--- src/rtl/pal_pkg.sv ---
package pal_pkg;

   typedef enum logic [1:0] {
      PM_INDEXED = 2'd0,
      PM_RGB555  = 2'd1,
      PM_RGB565  = 2'd2,
      PM_RGB888  = 2'd3
   } pix_mode_e;

   localparam int unsigned MODE_W = 2;

endpackage

--- src/rtl/pal_ram.sv ---
module pal_ram #(
   parameter int unsigned ADDR_W  = 8,
   parameter int unsigned ENTRY_W = 18
) (
   input  logic               clk,
   input  logic               we,
   input  logic [ADDR_W-1:0]  waddr,
   input  logic [ENTRY_W-1:0] wdata,
   input  logic [ADDR_W-1:0]  raddr,
   output logic [ENTRY_W-1:0] rdata
);

   localparam int unsigned DEPTH = 1 << ADDR_W;

   logic [ENTRY_W-1:0] mem [DEPTH];

   // write port: host side
   always_ff @(posedge clk) begin
      if (we) begin
         mem[waddr] <= wdata;
      end
   end

   // registered read port: pipeline stage 2
   always_ff @(posedge clk) begin
      rdata <= mem[raddr];
   end

endmodule

--- src/rtl/pal_bypass_unpack.sv ---
module pal_bypass_unpack
   import pal_pkg::*;
#(
   parameter int unsigned PIX_W = 16,
   parameter int unsigned DAC_W = 8
) (
   input  logic               clk,
   input  logic               rst_n,
   input  pix_mode_e          mode,
   input  logic [PIX_W-1:0]   pix,
   input  logic               second_half,
   output logic [3*DAC_W-1:0] rgb
);

   localparam int unsigned PAD5 = DAC_W - 5;
   localparam int unsigned PAD6 = DAC_W - 6;

   logic [15:0]        gb_q;
   logic [3*DAC_W-1:0] rgb_q;
   logic [DAC_W-1:0]   r888, g888, b888;

   generate
      if (DAC_W == 8) begin : g_w8
         assign r888 = pix[7:0];
         assign g888 = gb_q[15:8];
         assign b888 = gb_q[7:0];
      end else begin : g_wide
         assign r888 = {pix[7:0],    {(DAC_W-8){1'b0}}};
         assign g888 = {gb_q[15:8],  {(DAC_W-8){1'b0}}};
         assign b888 = {gb_q[7:0],   {(DAC_W-8){1'b0}}};
      end
   endgenerate

   always_ff @(posedge clk or negedge rst_n) begin
      if (!rst_n) begin
         gb_q  <= '0;
         rgb_q <= '0;
      end else begin
         unique case (mode)
            PM_RGB555: rgb_q <= {pix[14:10], {PAD5{1'b0}},
                                 pix[9:5],   {PAD5{1'b0}},
                                 pix[4:0],   {PAD5{1'b0}}};
            PM_RGB565: rgb_q <= {pix[15:11], {PAD5{1'b0}},
                                 pix[10:5],  {PAD6{1'b0}},
                                 pix[4:0],   {PAD5{1'b0}}};
            PM_RGB888: begin
               if (second_half) begin
                  rgb_q <= {r888, g888, b888};
               end else begin
                  gb_q <= pix[15:0];
               end
            end
            default: ; // indexed: direct-color result holds
         endcase
      end
   end

   assign rgb = rgb_q;

endmodule

--- src/rtl/pal_out_stage.sv ---
module pal_out_stage
   import pal_pkg::*;
#(
   parameter int unsigned PAL_W = 6,
   parameter int unsigned DAC_W = 8
) (
   input  logic               clk,
   input  logic               rst_n,
   input  pix_mode_e          mode,
   input  logic               blank_n,
   input  logic [3*PAL_W-1:0] entry,
   input  logic [3*DAC_W-1:0] direct_rgb,
   output logic [3*DAC_W-1:0] rgb,
   output logic               blank_n_q
);

   localparam int unsigned NCH = 3;

   always_ff @(posedge clk or negedge rst_n) begin
      if (!rst_n) blank_n_q <= 1'b0;
      else        blank_n_q <= blank_n;
   end

   for (genvar c = 0; c < NCH; c++) begin : g_ch
      localparam int unsigned PSLOT = (NCH - 1 - c) * PAL_W;
      localparam int unsigned DSLOT = (NCH - 1 - c) * DAC_W;
      logic [DAC_W-1:0] widened;
      logic [DAC_W-1:0] ch_q;

      if (DAC_W == PAL_W) begin : g_same
         assign widened = entry[PSLOT +: PAL_W];
      end else begin : g_pad
         assign widened = {entry[PSLOT +: PAL_W], {(DAC_W-PAL_W){1'b0}}};
      end

      always_ff @(posedge clk or negedge rst_n) begin
         if (!rst_n)        ch_q <= '0;
         else if (!blank_n) ch_q <= '0;
         else if (mode == PM_INDEXED) ch_q <= widened;
         else               ch_q <= direct_rgb[DSLOT +: DAC_W];
      end

      assign rgb[DSLOT +: DAC_W] = ch_q;
   end

endmodule

--- src/rtl/pal_pixel_pipe.sv ---
module pal_pixel_pipe
   import pal_pkg::*;
#(
   parameter int unsigned IDX_W = 8,
   parameter int unsigned PAL_W = 6,
   parameter int unsigned DAC_W = 8,
   parameter int unsigned PIX_W = 16
) (
   input  logic                 clk,
   input  logic                 rst_n,
   input  logic [MODE_W-1:0]    pix_mode,
   input  logic [PIX_W-1:0]     pix_in,
   input  logic                 blank_n_in,
   input  logic                 host_we,
   input  logic                 host_sel,
   input  logic [IDX_W-1:0]     host_addr,
   input  logic [3*PAL_W-1:0]   host_wdata,
   output logic [DAC_W-1:0]     red_out,
   output logic [DAC_W-1:0]     grn_out,
   output logic [DAC_W-1:0]     blu_out,
   output logic                 blank_n_out
);

   localparam int unsigned ENTRY_W = 3 * PAL_W;

   if (PIX_W != 16) begin : g_bad_pix
      $error("pal_pixel_pipe: PIX_W must be 16");
   end
   if (DAC_W < 8 || DAC_W < PAL_W) begin : g_bad_dac
      $error("pal_pixel_pipe: DAC_W must be at least 8 and at least PAL_W");
   end
   if (IDX_W > PIX_W || IDX_W > ENTRY_W) begin : g_bad_idx
      $error("pal_pixel_pipe: IDX_W too wide");
   end

   // stage 1: capture
   pix_mode_e        s1_mode;
   logic [PIX_W-1:0] s1_pix;
   logic             s1_blank_n;
   logic             s1_second;
   logic             pair_second_q;
   logic [IDX_W-1:0] mask_q;

   always_ff @(posedge clk or negedge rst_n) begin
      if (!rst_n) begin
         s1_mode       <= PM_INDEXED;
         s1_pix        <= '0;
         s1_blank_n    <= 1'b0;
         s1_second     <= 1'b0;
         pair_second_q <= 1'b0;
      end else begin
         s1_mode    <= pix_mode_e'(pix_mode);
         s1_pix     <= pix_in;
         s1_blank_n <= blank_n_in;
         if (pix_mode_e'(pix_mode) == PM_RGB888 && blank_n_in) begin
            s1_second     <= pair_second_q;
            pair_second_q <= ~pair_second_q;
         end else begin
            s1_second     <= 1'b0;
            pair_second_q <= 1'b0;
         end
      end
   end

   always_ff @(posedge clk or negedge rst_n) begin
      if (!rst_n)                   mask_q <= '1;
      else if (host_we && host_sel) mask_q <= host_wdata[IDX_W-1:0];
   end

   // stage 2: palette read and direct-color unpack
   pix_mode_e          s2_mode;
   logic               s2_blank_n;
   logic [ENTRY_W-1:0] s2_entry;
   logic [3*DAC_W-1:0] s2_direct;

   always_ff @(posedge clk or negedge rst_n) begin
      if (!rst_n) begin
         s2_mode    <= PM_INDEXED;
         s2_blank_n <= 1'b0;
      end else begin
         s2_mode    <= s1_mode;
         s2_blank_n <= s1_blank_n;
      end
   end

   pal_ram #(
      .ADDR_W (IDX_W),
      .ENTRY_W(ENTRY_W)
   ) u_ram (
      .clk  (clk),
      .we   (host_we && !host_sel),
      .waddr(host_addr),
      .wdata(host_wdata),
      .raddr(s1_pix[IDX_W-1:0] & mask_q),
      .rdata(s2_entry)
   );

   pal_bypass_unpack #(
      .PIX_W(PIX_W),
      .DAC_W(DAC_W)
   ) u_unpack (
      .clk        (clk),
      .rst_n      (rst_n),
      .mode       (s1_mode),
      .pix        (s1_pix),
      .second_half(s1_second),
      .rgb        (s2_direct)
   );

   // stage 3: select, blank, drive
   logic [3*DAC_W-1:0] s3_rgb;

   pal_out_stage #(
      .PAL_W(PAL_W),
      .DAC_W(DAC_W)
   ) u_out (
      .clk       (clk),
      .rst_n     (rst_n),
      .mode      (s2_mode),
      .blank_n   (s2_blank_n),
      .entry     (s2_entry),
      .direct_rgb(s2_direct),
      .rgb       (s3_rgb),
      .blank_n_q (blank_n_out)
   );

   assign red_out = s3_rgb[3*DAC_W-1 -: DAC_W];
   assign grn_out = s3_rgb[2*DAC_W-1 -: DAC_W];
   assign blu_out = s3_rgb[DAC_W-1   -: DAC_W];

endmodule

--- config.mk ---
export PLATFORM = sky130hd
export DESIGN_NAME = pal_pixel_pipe
export DESIGN_NICKNAME = d
export VERILOG_FILES = /design/src/rtl/pal_pkg.sv /design/src/rtl/pal_ram.sv /design/src/rtl/pal_bypass_unpack.sv /design/src/rtl/pal_out_stage.sv /design/src/rtl/pal_pixel_pipe.sv
export SDC_FILE = /design/constraint.sdc
export NUM_CORES = 2
export LEC_CHECK = 0
export BUFFER_PORTS_ARGS = -buffer_cell sky130_fd_sc_hd__buf_2
export CORE_MARGIN = 10
export CORE_UTILIZATION = 50
export DETAILED_ROUTE_END_ITERATION = 10
export PLACE_DENSITY = 0.61
export SLEW_MARGIN = 10
export SYNTH_ARGS = -nofsm -noshare
export SYNTH_HDL_FRONTEND = slang
export SYNTH_MEMORY_MAX_BITS = 65536
export SYNTH_SLANG_ARGS = --single-unit
--- constraint.sdc ---
create_clock -name clk -period 4 [get_ports clk]
set_input_delay 1 -clock clk [delete_from_list [all_inputs] [get_ports clk]]
set_output_delay 1 -clock clk [all_outputs]
set_load 0.05 [all_outputs]
==> results.json <==
{
  "final_area_um2": 207400,
  "slew_headroom_pct": 18.08,
  "worst_hold_path_type": "in -> reg",
  "vias": 94427,
  "cp_slowest_stage_delay_ns": 0.82,
  "drive_above_1_share_pct": 20.22,
  "cts_setup_buffers": 0,
  "status": "finished with violations",
  "ff2ff_setup_slack_ns": -0.007,
  "cp_max_fo": 38,
  "ios": 74,
  "cts_root_buffer": "clkbuf_16",
  "insertion_delay_ns": 1.00,
  "io_buffers": 73,
  "cts-htree-levels": 5,
  "route.detailed.drc": 0,
  "seq_area_frac_synth_pct": 78.64,
  "dieWidth_um": 619.2,
  "dp_slack_ns": -0.3682,
  "grt_pass1_wl_um": 700800,
  "crit_family": "simple AND/OR/NAND/NOR gates",
  "critical_path_class": "reg -> reg",
  "n_fill_cell": 26176,
  "crit_buf_inv": 3,
  "placed_cell_area_um2": 192200,
  "avgSynthCellArea_um2": 19.33,
  "synth_edf_count": 4608,
  "wl_per_cell_um": 32.56,
  "ys_ff_latch": 4723,
  "netlist.area_leader.share_pct": 77.09,
  "syn2layout_area_growth_pct": 15.53,
  "dieHeight_um": 619.2,
  "rsz0062_at_grt": "false",
  "row_count": 219,
  "wirelength_um": 496900,
  "cp-start-kind": "flop",
  "dp_hpwl_um": 302400,
  "via_per_inst": 6.187,
  "path_cells": "and2_4, nand2_8, buf_12, buf_4, buf_4, o22ai_1, nor4_1, o22ai_1, nor3_1, nor3_1",
  "yosysWarnings": 0,
  "grt_pass1_vias": 93162,
  "synthMostInstantiatedCell": "edfxtp_1",
  "drt_iter0_markers": 11104,
  "async_flop_share_pct": 2.054,
  "clkSinkCount": 4723,
  "initial_core_util_pct": 50.31,
  "worstPathRequired_ns": 4.85,
  "cts_buffers": 469,
  "whs_path_depth": 1,
  "track_usage_pct": 25.30,
  "slew_violations": 0,
  "critPathArrivalTime_ns": 4.85,
  "max_cap_violations": 0,
  "end_kind": "flop",
  "ys_top_cells_by_count": "edfxtp_1 (4,608), mux2i_1 (1,738), o22ai_1 (1,011)",
  "fin_nets": 10162,
  "r2r_cells": 10,
  "antenna_found_initial": 25,
  "hp-start": "pix_in[12]",
  "cts_tree": "done",
  "netlist_area_um2": 179500,
  "cp_slowest_cell": "nor4_1",
  "coreArea_um2": 356800,
  "grt_start_max_net_pins": 119,
  "synth_area_leader_cell": "edfxtp_1",
  "synthCells": 9286,
  "finalCriticalPeriod_ns": 4.007,
  "worst-slew-pin-transition_ns": 1.229,
  "finalCritPeriodShare_pct": 100.2,
  "overflow": 0,
  "p_leak_nw": 74.14,
  "setup_slack_ns": -0.007389,
  "reg2reg_from": "s1_pix[1]$_DFF_PN0_",
  "ctsHoldBuffers": 0,
  "holdPathEnd": "s1_pix[12]$_DFF_PN0_",
  "syn-num-nets": 9335,
  "place.gp.congestion": 0.8630,
  "synth_top_flop_cell": "edfxtp_1",
  "drtPass1Iterations": 6,
  "setup_viol": 1,
  "violations": "setup timing",
  "die_area_um2": 383400,
  "r2r_end": "u_ram.rdata[3]$_DFF_P_",
  "fin_skew_ns": 0.07362,
  "synth.area.top_cells": "edfxtp_1 (77%), mux2i_1 (9.7%), mux4_2 (3.6%)",
  "peakVddDrop_v": 0.0004488,
  "timing.fmax_mhz": 249.5,
  "post_cts_resized": 18,
  "cts_buffer_depth": 4,
  "clk_pin_slew_worst_paths_ns": 0.06,
  "power.density_nw_per_um2": 516.9,
  "synthDistinctLibCells": 41,
  "detail-route-antenna-nets": 0,
  "hold_viol": 0
}
[cells in the final DEF, fill, tap and decap left out, types with 9 or more instances in the layout]
cell,n
edfxtp_1,4608
mux2i_1,1738
o22ai_1,1008
buf_4,703
clkbuf_16,473
mux4_2,288
nor4_1,203
nor2_2,166
buf_12,143
clkinv_1,108
nor2_1,98
clkinv_2,96
dfrtp_1,89
clkbuf_1,86
nand2_1,83
a22o_1,81
a221oi_1,71
buf_2,54
nor3_1,53
bufinv_16,47
o21ai_0,23
mux2_2,23
clkinvlp_4,22
nand3_1,18
or3_1,18
a21boi_0,18
buf_8,18
dfxtp_1,18
o31ai_1,12
diode_2,11
nand4_1,11
nor4_2,11
inv_6,10
nor2b_1,9
nand3_2,9
[power breakdown]
| group | leakage, nW | internal (mW) | switching (mW) |
|---|---|---|---|
| combinational | 24.1 | 3.45 | 5.97 |
| sequential | 42.7 | 54.5 | 0.220 |
| clock | 7.32 | 24.7 | 18.4 |
[area by class of cell]
| class | count | area [um2] | area share (%) |
|---|---|---|---|
| clock inverter | 296 | 2806 | 1.353 |
| timing repair buffer | 918 | 8681 | 4.186 |
| inverter | 7 | 26.28 | 0.01267 |
| tap | 4751 | 5944 | 2.866 |
| multi-input combinational | 3994 | 36530 | 17.61 |
| antenna | 11 | 27.53 | 0.01327 |
| clock buffer | 562 | 12200 | 5.883 |
| sequential | 4723 | 141200 | 68.07 |
[metal layers]
layer	track usage (%)	wire length (um)	vias up
met5	0	50	-
li1	-	-	40029
met4	9.413	20790	8
met2	40.94	238100	4138
met1	35.02	198500	49485
met3	3.989	39430	767
[registers in the layout (all words and copies together) (netlist names), 2 cells and up]
register         cells
mask_q               8
s1_mode              2
s1_pix              16
s2_mode              2
u_out.g_ch.ch_q     24
u_ram.mem         4608
u_ram.rdata         18
u_unpack.gb_q       16
u_unpack.rgb        24
[worst max path at each step]
stage	from	to	slack [ns]	cells after the start
2_1_floorplan	host_we	u_ram.mem[112][0]$_DFFE_PP_	0.73	6
3_3_place_gp	s1_pix[0]$_DFF_PN0_	u_ram.rdata[2]$_DFF_P_	-0.72	10
3_5_place_dp	mask_q[1]$_DFFE_PN1P_	u_ram.rdata[6]$_DFF_P_	-0.37	11
4_1_cts	mask_q[1]$_DFFE_PN1P_	u_ram.rdata[7]$_DFF_P_	0.01	11
5_1_grt	s1_pix[2]$_DFF_PN0_	u_ram.rdata[4]$_DFF_P_	0.01	9
6_report	s1_pix[1]$_DFF_PN0_	u_ram.rdata[3]$_DFF_P_	-0.007	10
[cell families (layout without fill, tap and decap cells)]
group                  count (synthesis)  count (layout)  synth area share [%]
multiplexers                        2049            2049                 13.45
XOR/XNOR                               1               1              0.004880
AO/OA/AOI/OAI                       1230            1230                 4.507
flip-flops                          4723            4723                 78.64
AND/OR/NAND/NOR                      714             714                 1.939
other                                  0              11                     0
buffers and inverters                569            1783                 1.455
[stage by stage]
stage          power [mW]  std cells    TNS, ns  hold slack [ns]  utilization (%)
3_3_place_gp        65.00      14393     -2.482           0.3352            53.87
4_1_cts             107.7      15251          0          0.04228            58.10
5_1_grt             110.1      15254          0          0.06798            58.12
2_1_floorplan       60.26       9286          0           0.3312                -
6_report            107.2      15262  -0.007389           0.1158            58.13
3_5_place_dp        65.11      14393     -1.788           0.3388            53.87
(Power assumes the default switching activity.)
